## src/rtl/pxb_pkg.sv

```systemverilog
package pxb_pkg;

  typedef enum logic [1:0] {
    FLT_NONE = 2'd0,
    FLT_MISS = 2'd1,
    FLT_NP   = 2'd2,
    FLT_PROT = 2'd3
  } fault_e;

  localparam logic [1:0] RGT_NO_USER = 2'd0;
  localparam logic [1:0] RGT_RO      = 2'd1;
  localparam logic [1:0] RGT_RW      = 2'd2;
  localparam logic [1:0] RGT_FULL    = 2'd3;

  localparam logic [1:0] SHARED_REGION = 2'b11;

endpackage

```

## src/rtl/pxb_tag_store.sv

```systemverilog
module pxb_tag_store #(
  parameter int ENTRIES = 8,
  parameter int VPN_W   = 20,
  parameter int TASK_W  = 4,
  parameter int PPN_W   = 20
) (
  input  logic              clk,
  input  logic              rst,
  input  logic [VPN_W-1:0]  lk_vpn,
  input  logic [TASK_W-1:0] lk_task,
  input  logic              wr_en,
  input  logic [VPN_W-1:0]  wr_vpn,
  input  logic [TASK_W-1:0] wr_task,
  input  logic [PPN_W-1:0]  wr_ppn,
  input  logic              wr_present,
  input  logic [1:0]        wr_rights,
  input  logic              inv_all,
  output logic              hit,
  output logic [PPN_W-1:0]  hit_ppn,
  output logic              hit_present,
  output logic [1:0]        hit_rights
);
  import pxb_pkg::*;

  localparam int IDX_W = (ENTRIES > 1) ? $clog2(ENTRIES) : 1;

  logic [ENTRIES-1:0] valid_q;
  logic [VPN_W-1:0]   vpn_q     [ENTRIES];
  logic [TASK_W-1:0]  task_q    [ENTRIES];
  logic [PPN_W-1:0]   ppn_q     [ENTRIES];
  logic               present_q [ENTRIES];
  logic [1:0]         rights_q  [ENTRIES];

  logic [ENTRIES-1:0] lk_match;
  logic [ENTRIES-1:0] wr_match;
  logic [IDX_W-1:0]   rr_ptr;
  logic [IDX_W-1:0]   wr_idx;
  logic               wr_reuse;

  wire lk_shared = (lk_vpn[VPN_W-1 -: 2] == SHARED_REGION);
  wire wr_shared = (wr_vpn[VPN_W-1 -: 2] == SHARED_REGION);

  for (genvar g = 0; g < ENTRIES; g++) begin : g_cmp
    assign lk_match[g] = valid_q[g] && (vpn_q[g] == lk_vpn) &&
                         (lk_shared || (task_q[g] == lk_task));
    assign wr_match[g] = valid_q[g] && (vpn_q[g] == wr_vpn) &&
                         (wr_shared || (task_q[g] == wr_task));
  end

  always_comb begin
    hit         = |lk_match;
    hit_ppn     = '0;
    hit_present = 1'b0;
    hit_rights  = '0;
    for (int i = 0; i < ENTRIES; i++) begin
      if (lk_match[i]) begin
        hit_ppn     = hit_ppn | ppn_q[i];
        hit_present = hit_present | present_q[i];
        hit_rights  = hit_rights | rights_q[i];
      end
    end
  end

  always_comb begin
    wr_reuse = |wr_match;
    wr_idx   = rr_ptr;
    for (int i = ENTRIES - 1; i >= 0; i--) begin
      if (wr_match[i]) wr_idx = IDX_W'(i);
    end
  end

  always_ff @(posedge clk) begin
    if (rst || inv_all) begin
      rr_ptr <= '0;
    end else if (wr_en && !wr_reuse) begin
      rr_ptr <= (rr_ptr == IDX_W'(ENTRIES - 1)) ? '0 : rr_ptr + 1'b1;
    end
  end

  always_ff @(posedge clk) begin
    if (rst || inv_all) begin
      valid_q <= '0;
    end else if (wr_en) begin
      valid_q[wr_idx] <= 1'b1;
    end
  end

  always_ff @(posedge clk) begin
    if (wr_en && !inv_all && !rst) begin
      vpn_q[wr_idx]     <= wr_vpn;
      task_q[wr_idx]    <= wr_task;
      ppn_q[wr_idx]     <= wr_ppn;
      present_q[wr_idx] <= wr_present;
      rights_q[wr_idx]  <= wr_rights;
    end
  end

endmodule

```

## src/rtl/pxb_rights.sv

```systemverilog
module pxb_rights (
  input  logic [1:0] rights,
  input  logic       is_write,
  input  logic       is_super,
  output logic       violation
);
  import pxb_pkg::*;

  always_comb begin
    violation = 1'b0;
    if (!is_super) begin
      case (rights)
        RGT_NO_USER: violation = 1'b1;
        RGT_RO:      violation = is_write;
        default:     violation = 1'b0;
      endcase
    end
  end

endmodule

```

## src/rtl/page_xlate_buf.sv

```systemverilog
module page_xlate_buf #(
  parameter int VA_W    = 32,
  parameter int PAGE_W  = 12,
  parameter int TASK_W  = 4,
  parameter int ENTRIES = 8
) (
  input  logic                clk,
  input  logic                rst,
  input  logic                lk_valid,
  input  logic [VA_W-1:0]     lk_vaddr,
  input  logic                lk_write,
  input  logic                lk_super,
  input  logic [TASK_W-1:0]   lk_task,
  input  logic                wr_en,
  input  logic [VA_W-PAGE_W-1:0] wr_vpn,
  input  logic [TASK_W-1:0]   wr_task,
  input  logic [VA_W-PAGE_W-1:0] wr_ppn,
  input  logic                wr_present,
  input  logic [1:0]          wr_rights,
  input  logic                inv_all,
  output logic                rsp_valid,
  output logic [VA_W-1:0]     rsp_paddr,
  output logic [1:0]          rsp_fault
);
  import pxb_pkg::*;

  localparam int VPN_W = VA_W - PAGE_W;

  logic             hit;
  logic [VPN_W-1:0] hit_ppn;
  logic             hit_present;
  logic [1:0]       hit_rights;
  logic             rights_bad;
  fault_e           fault_d;

  pxb_tag_store #(
    .ENTRIES(ENTRIES), .VPN_W(VPN_W), .TASK_W(TASK_W), .PPN_W(VPN_W)
  ) u_store (
    .clk(clk), .rst(rst),
    .lk_vpn(lk_vaddr[VA_W-1:PAGE_W]), .lk_task(lk_task),
    .wr_en(wr_en), .wr_vpn(wr_vpn), .wr_task(wr_task), .wr_ppn(wr_ppn),
    .wr_present(wr_present), .wr_rights(wr_rights), .inv_all(inv_all),
    .hit(hit), .hit_ppn(hit_ppn), .hit_present(hit_present),
    .hit_rights(hit_rights)
  );

  pxb_rights u_rights (
    .rights(hit_rights), .is_write(lk_write), .is_super(lk_super),
    .violation(rights_bad)
  );

  always_comb begin
    if (!hit)              fault_d = FLT_MISS;
    else if (!hit_present) fault_d = FLT_NP;
    else if (rights_bad)   fault_d = FLT_PROT;
    else                   fault_d = FLT_NONE;
  end

  always_ff @(posedge clk) begin
    if (rst) begin
      rsp_valid <= 1'b0;
      rsp_paddr <= '0;
      rsp_fault <= FLT_NONE;
    end else begin
      rsp_valid <= lk_valid;
      if (lk_valid) begin
        rsp_fault <= fault_d;
        rsp_paddr <= (fault_d == FLT_NONE) ? {hit_ppn, lk_vaddr[PAGE_W-1:0]} : '0;
      end
    end
  end

endmodule

```

## config.mk

```make
export PLATFORM = sky130hd
export DESIGN_NAME = page_xlate_buf
export DESIGN_NICKNAME = d
export VERILOG_FILES = /design/src/rtl/pxb_pkg.sv /design/src/rtl/pxb_tag_store.sv /design/src/rtl/pxb_rights.sv /design/src/rtl/page_xlate_buf.sv
export SDC_FILE = /design/constraint.sdc
export NUM_CORES = 1
export LEC_CHECK = 0
export BUFFER_PORTS_ARGS = -buffer_cell sky130_fd_sc_hd__buf_2
export CAP_MARGIN = 20
export CORE_MARGIN = 4
export CORE_UTILIZATION = 55
export DETAILED_ROUTE_END_ITERATION = 8
export PLACE_DENSITY = 0.8
export SLEW_MARGIN = 5
export SYNTH_ARGS = -nofsm -noshare
export SYNTH_HDL_FRONTEND = slang
export SYNTH_SLANG_ARGS = --single-unit
```

## constraint.sdc

```tcl
create_clock -name clk -period 5 [get_ports clk]
set_input_delay 1 -clock clk [delete_from_list [all_inputs] [get_ports clk]]
set_output_delay 1 -clock clk [all_outputs]
set_load 0.01 [all_outputs]
```

### Yosys cells after proc, flatten, opt, wreduce, memory -nomap -nowiden

Memories as Yosys holds them, arrays and structs flattened.
Index checks and enable logic that the tools add are counted.

* bits in registers: 46
* memory bits (writable): 376
* output and inout port bits: 35
* memories kept: 5

Memory list
* u_store.ppn_q: depth 8, width 20, rd ports 8, clocked after Yosys merged registers in 0, wr ports 1, RTL line pxb_tag_store.sv:30 `logic [PPN_W-1:0] ppn_q [ENTRIES];`
* u_store.vpn_q: depth 8, width 20, rd ports 8, clocked after Yosys merged registers in 0, wr ports 1, RTL line pxb_tag_store.sv:28 `logic [VPN_W-1:0] vpn_q [ENTRIES];`
* u_store.task_q: depth 8, width 4, rd ports 8, clocked after Yosys merged registers in 0, wr ports 1, RTL line pxb_tag_store.sv:29 `logic [TASK_W-1:0] task_q [ENTRIES];`
* u_store.rights_q: depth 8, width 2, rd ports 8, clocked after Yosys merged registers in 0, wr ports 1, RTL line pxb_tag_store.sv:32 `logic [1:0] rights_q [ENTRIES];`
* u_store.present_q: depth 8, width 1, rd ports 8, clocked after Yosys merged registers in 0, wr ports 1, RTL line pxb_tag_store.sv:31 `logic present_q [ENTRIES];`

* add/sub/neg operators: 1
* order comparisons: 2
* eq/ne operators: 36
* multiplexer cells: 43
* bitwise operators: 22
* reduce and logical (&&, ||, !) cells: 60

Operator list (count)
* $eq 20x20->1: 16
* $mux 20: 8
* $or 20x20->20: 7
* $eq 4x4->1: 16
* $logic_and 1x1->1: 36
* $mux 32: 1
* $mux 3: 9
* $mux 2: 11
* $logic_or 1x1->1: 17
* $reduce_or 8->1: 2
* $or 2x2->2: 7
* $mux 1: 12
* $or 8x8->8: 1
* $or 1x1->1: 7
* $eq 2x2->1 const B: 2
* $logic_not 2->1: 2
* $lt 3x4->1 const B: 1
* $add 3x1->3 const B: 1
* $demux 1 s3: 1
* $eq 3x3->1 const B: 1
* $ge 3x1->1 const B: 1
* $logic_not 1->1: 3
* $eq 2x1->1 const B: 1
* $pmux 1 s2: 1

### Logic depth before layout (Yosys ltp)

* depth after elaboration: 26
* depth in mapped cells: 11
* depth with buffers taken out: 8

### By module

A second synthesis with hierarchy kept.

* cell total of the unflattened synthesis: 1318
* area total of the unflattened synthesis: 19028.2 sq um

By module, submodules not included
* pxb_tag_store: times used 1, cells each 1232, area an instance 17912.2 sq um, seq. area each 11511.0 sq um
* page_xlate_buf: times used 1, cells each 84, area an instance 1099.8 sq um, seq. area each 700.7 sq um
* pxb_rights: times used 1, cells each 2, area an instance 16.3 sq um, seq. area each 0.0 sq um

### Worst setup path before layout

No wires, ideal clock.

* path type: input port to flip-flop
* start point: in wr_vpn[18]
* end point: mem u_store.ppn_q[6][0] (enable)
* data arrival time: 4.789 ns
* data required time: 4.548 ns
* slack: -0.241 ns
* stages on the path: 9
* buffers on the path: 2
* path through: buf_2 and2_1 clkbuf_1 a41oi_1 or4_1 and4_1 nor3_1 nand3_1 nor2_1

* longest elaborated chain between the ends: 11
* elaborated cells on any way between the ends: 41

Ends and longest elaborated chain
* start: declaration: RTL line page_xlate_buf.sv:15 `input logic [VA_W-PAGE_W-1:0] wr_vpn,`
* $eq 20x20->1 or $eq 2x2->1 (tied branches): RTL line pxb_tag_store.sv:46, pxb_tag_store.sv:41
* $logic_and 1x1->1 or $logic_or 1x1->1 (tied branches): RTL line pxb_tag_store.sv:46, pxb_tag_store.sv:47
* $logic_and 1x1->1: RTL line pxb_tag_store.sv:46 `assign wr_match[g] = valid_q[g] && (vpn_q[g] == wr_vpn) &&`
* $mux 3 (7 in a row): RTL line pxb_tag_store.sv:68 `if (wr_match[i]) wr_idx = IDX_W'(i);`
* $mux 3 *: RTL line pxb_tag_store.sv:68
* end: declaration: RTL line pxb_tag_store.sv:30

Mark *: on every way between the ends. The rest lies on a longest branch, timed or not.

### Worst setup path in the final report

* start point: in wr_vpn[11]
* end point: mem u_store.present_q[0] (enable)

* longest elaborated chain between the ends: 11
* elaborated cells on any way between the ends: 32

Ends and longest elaborated chain (RTL line)
* $eq 20x20->1: pxb_tag_store.sv:46
* $logic_and 1x1->1 (2 in a row): pxb_tag_store.sv:46
* $mux 3 (7 in a row): pxb_tag_store.sv:68
* $mux 3 *: pxb_tag_store.sv:68
* end: declaration: pxb_tag_store.sv:31

Marked as above.

==> impl_results.md <==
* Outcome: finished, final reports clean
* R2R Setup Slk at around 1.4 ns
* Crit. End Element: register
* Core area at 33600 um^2
* Global-route wire length before repair at 77.7 mm
* CTS sink count at between 400 and 500
* Mapped Nets at around 1400
* Seq/Total Area, Yosys at 0.649
* Post-DRT Antenna Nets at 0
* Least-Margin Pin Slew at roughly 0.96 ns
* Dominant cell by count in the synthesized netlist: edfxtp_1
* Clk pin slew, worst setup/hold paths at 0.06 ns
* Required time of the critical path at 5.21 ns
* H-tree depth at 2
* Vias in the first global route at between 10000 and 15000
* TritonCTS clock tree: done
* DR vias/cell at 6.38
* Final hold vios at 0
* Number of port buffers at 124
* Startpoint of the worst hold path: rsp_fault[1]
* CTS Buffer Depth at 3
* Hold_buf cts at 0
* Share of layout cells above drive strength 1 at 0.171
* WL/cell at 27.7 um
* Die area at 37300 um^2
* Mapped Area at 18800 um^2
* Post-DP Area at roughly 20000 um^2
* Avg Cell Area, Syn at 14.4 um^2
* Worst hold path class: reg2reg
* Most common flop cell mapped by yosys: edfxtp_1
* Leak at 6.94 nW
* CP startpoint kind: primary input
* Tcrit/Tclk final at 0.827
* Post-synth top area cell: edfxtp_1
* Worst Path Arrival at ~4.4 ns
* Synth cell types at 59
* Synth Register Bits at 422
* Top post-synthesis cells by count: 376 x edfxtp_1, 234 x xnor2_1, 141 x xor2_1, 60 x nand4_1, 53 x nand2_1
* Top-area cell type share of the netlist area at 0.600
* CP Class: in2reg
* Fill cells at 2401
* GRT Residual Overflow at 0
* Reg2reg start: u_store.vpn_q[4][11]
* Area contributors post-synth: edfxtp_1 60%, xnor2_1 11%, xor2_1 6.6%
* Worst Skew at 0.0180 ns
* Multi-input logic area at 6250 um^2
* # rows at 67
* Final total power at 7.52 mW
* Clk_lat worst skew at around 0.55 ns
* Rel. slew slack at 0.355
* Initial Utilization at 0.560
* Initial antenna violation count at 2
* Setup bufs post-CTS at 0
* GPL Wtd Cong at 0.987
* CP max FO at 43
* Detailed Place HPWL at 34.9 mm
* CTS Buf Count at 43
* # DRC at 0
* First-pass DRT Iterations at 7
* DIE HEIGHT at 193 um
* Reg area at between 10000 and 15000 um^2
* Routed via count at 12282
* PwrDens at roughly 350 nW/um^2
* Synth warn at 0
* RSZ-0062 raised after global routing: no
* Crit path time final at ~4.1 ns
* Hold Crit Depth at 2
* Die W at 193 um
* Max-Cap Viols at 0
* Number of synthesized flops with an enable pin at 376
* IO Count at 125
* Layout Utilization at 0.640
* Largest net degree at the start of global routing at 48
* Achievable Freq at 0.242 GHz
* Max Slew Vio Count at 0
* CTS root buf: clkbuf_16
* VDD IR max at 277 uV
* Async set-reset flop share out of synthesis at 0
* PostCTS Resize Cnt at 0
* Worst hold endpoint: rsp_fault[1]
* Cells after Synth at between 1000 and 1500
* DR iter-0 viols at 1643
* R2R Path End: u_store.present_q[0]
* GRT Overall Usage at 0.282
* # setup viols final at 0
* R2R depth at 9
* Area Overhead vs Synth at 14.3%
* Post-route cell area at 21500 um^2
* PnR worst setup slack at 0.865 ns
* # nets final at 1536
* Routed wire length at 53.4 mm
* Pre-CTS WS at approximately 0.55 ns
-- metal layers --
layer / wire (um) / global-route usage / share of wire
met1: 21500 / 0.420 / 0.40
met2: 24100 / 0.428 / 0.45
met3: 6000 / 0.0533 / 0.11
met4: 1800 / 0.0847 / 0.034
met5: 7 / 0 / 0.00013
-- power by group --
group / switching, mW / total (mW) / internal (mW)
Sequential: 0.0100 / 3.86 / 3.85
Clock: 1.35 / 3.21 / 1.86
Combinational: 0.300 / 0.443 / 0.144
Total: 1.66 / 7.52 / 5.86
-- kinds of logic after synthesis --
logic type | after synthesis | synth area share
AOI/OAI and AO/OA | 166 | 0.0751
xor gates and xnor gates | 375 | 0.174
adders and majority gates | 2 | 0.00133
buffers and inverters | 89 | 0.0236
DFF | 422 | 0.649
muxes | 3 | 0.00160
and+or+nand+nor | 254 | 0.0752
-- placed cells by master (no fill, tap or decap), types with 7 or more instances in the layout --
cell type | synthesis | routed
buf_4 | 6 | 31
o21ai_1 | 11 | 10
buf_12 | 0 | 9
or4_1 | 8 | 8
xor2_1 | 141 | 141
nor3_1 | 26 | 24
buf_2 | 46 | 124
clkbuf_1 | 21 | 12
nor4_1 | 43 | 43
a31oi_1 | 21 | 21
nand2b_1 | 10 | 10
a41oi_1 | 11 | 11
nand3_1 | 21 | 21
nor2_4 | 0 | 8
inv_1 | 10 | 10
xnor2_1 | 234 | 234
nand2_1 | 53 | 53
nand4_1 | 60 | 60
a22o_1 | 42 | 42
edfxtp_1 | 376 | 376
dfxtp_1 | 46 | 46
a32o_1 | 12 | 12
a222oi_1 | 23 | 23
clkbuf_8 | 0 | 7
a221oi_1 | 20 | 20
clkbuf_16 | 0 | 43
-- worst max path at each step --
stage | slack, ns | depth (start not counted) | from | end
after floorplan | -0.24 | 9 | wr_vpn[18] | u_store.ppn_q[6][0]
after global placement | 0.57 | 11 | wr_vpn[11] | u_store.ppn_q[6][14]
after detailed placement | 0.55 | 11 | wr_vpn[11] | u_store.ppn_q[6][14]
after CTS | 1.08 | 11 | wr_vpn[11] | u_store.vpn_q[6][3]
after global routing | 0.87 | 11 | wr_vpn[11] | u_store.ppn_q[0][6]
final | 0.86 | 11 | wr_vpn[11] | u_store.present_q[0]
-- flip-flops by register name (all words and copies together) (netlist names), 3 cells and up --
| register | count |
|---|---|
| rsp_paddr | 32 |
| u_store.ppn_q | 160 |
| u_store.present_q | 8 |
| u_store.rights_q | 16 |
| u_store.rr_ptr | 3 |
| u_store.task_q | 32 |
| u_store.valid_q | 8 |
| u_store.vpn_q | 160 |
-- per-stage QoR --
| stage | cells | TNS [ns] | hold WS [ns] |
|---|---|---|---|
| 6_report | 1926 | 0 | 0.461 |
| 5_1_grt | 1926 | 0 | 0.477 |
| 4_1_cts | 1924 | 0 | 0.453 |
| 3_5_place_dp | 1846 | 0 | 0.445 |
| 3_3_place_gp | 1846 | 0 | 0.441 |
| 2_1_floorplan | 1311 | -45.03 | 0.439 |
-- cell type report --
| class | count | share of cell area |
|---|---|---|
| Sequential cell | 422 | 0.567 |
| Multi-Input combinational cell | 800 | 0.290 |
| Clock buffer | 62 | 0.0566 |
| Timing Repair Buffer | 165 | 0.0487 |
| Tap cell | 448 | 0.0260 |
| Clock inverter | 16 | 0.00895 |
| Inverter | 12 | 0.00209 |
| Antenna cell | 1 | 0.000116 |
-- critical path: stages --
cell and delay (ns):
buf_2 0.40, buf_4 0.25, xnor2_1 0.21, nand4_1 0.12, nor4_1 0.70, a32oi_1 0.25, buf_4 0.21, a211oi_1 0.27
o211ai_1 0.30, nor2_4 0.29, buf_12 0.28
No activity file was read; power rests on OpenSTA's default activity.
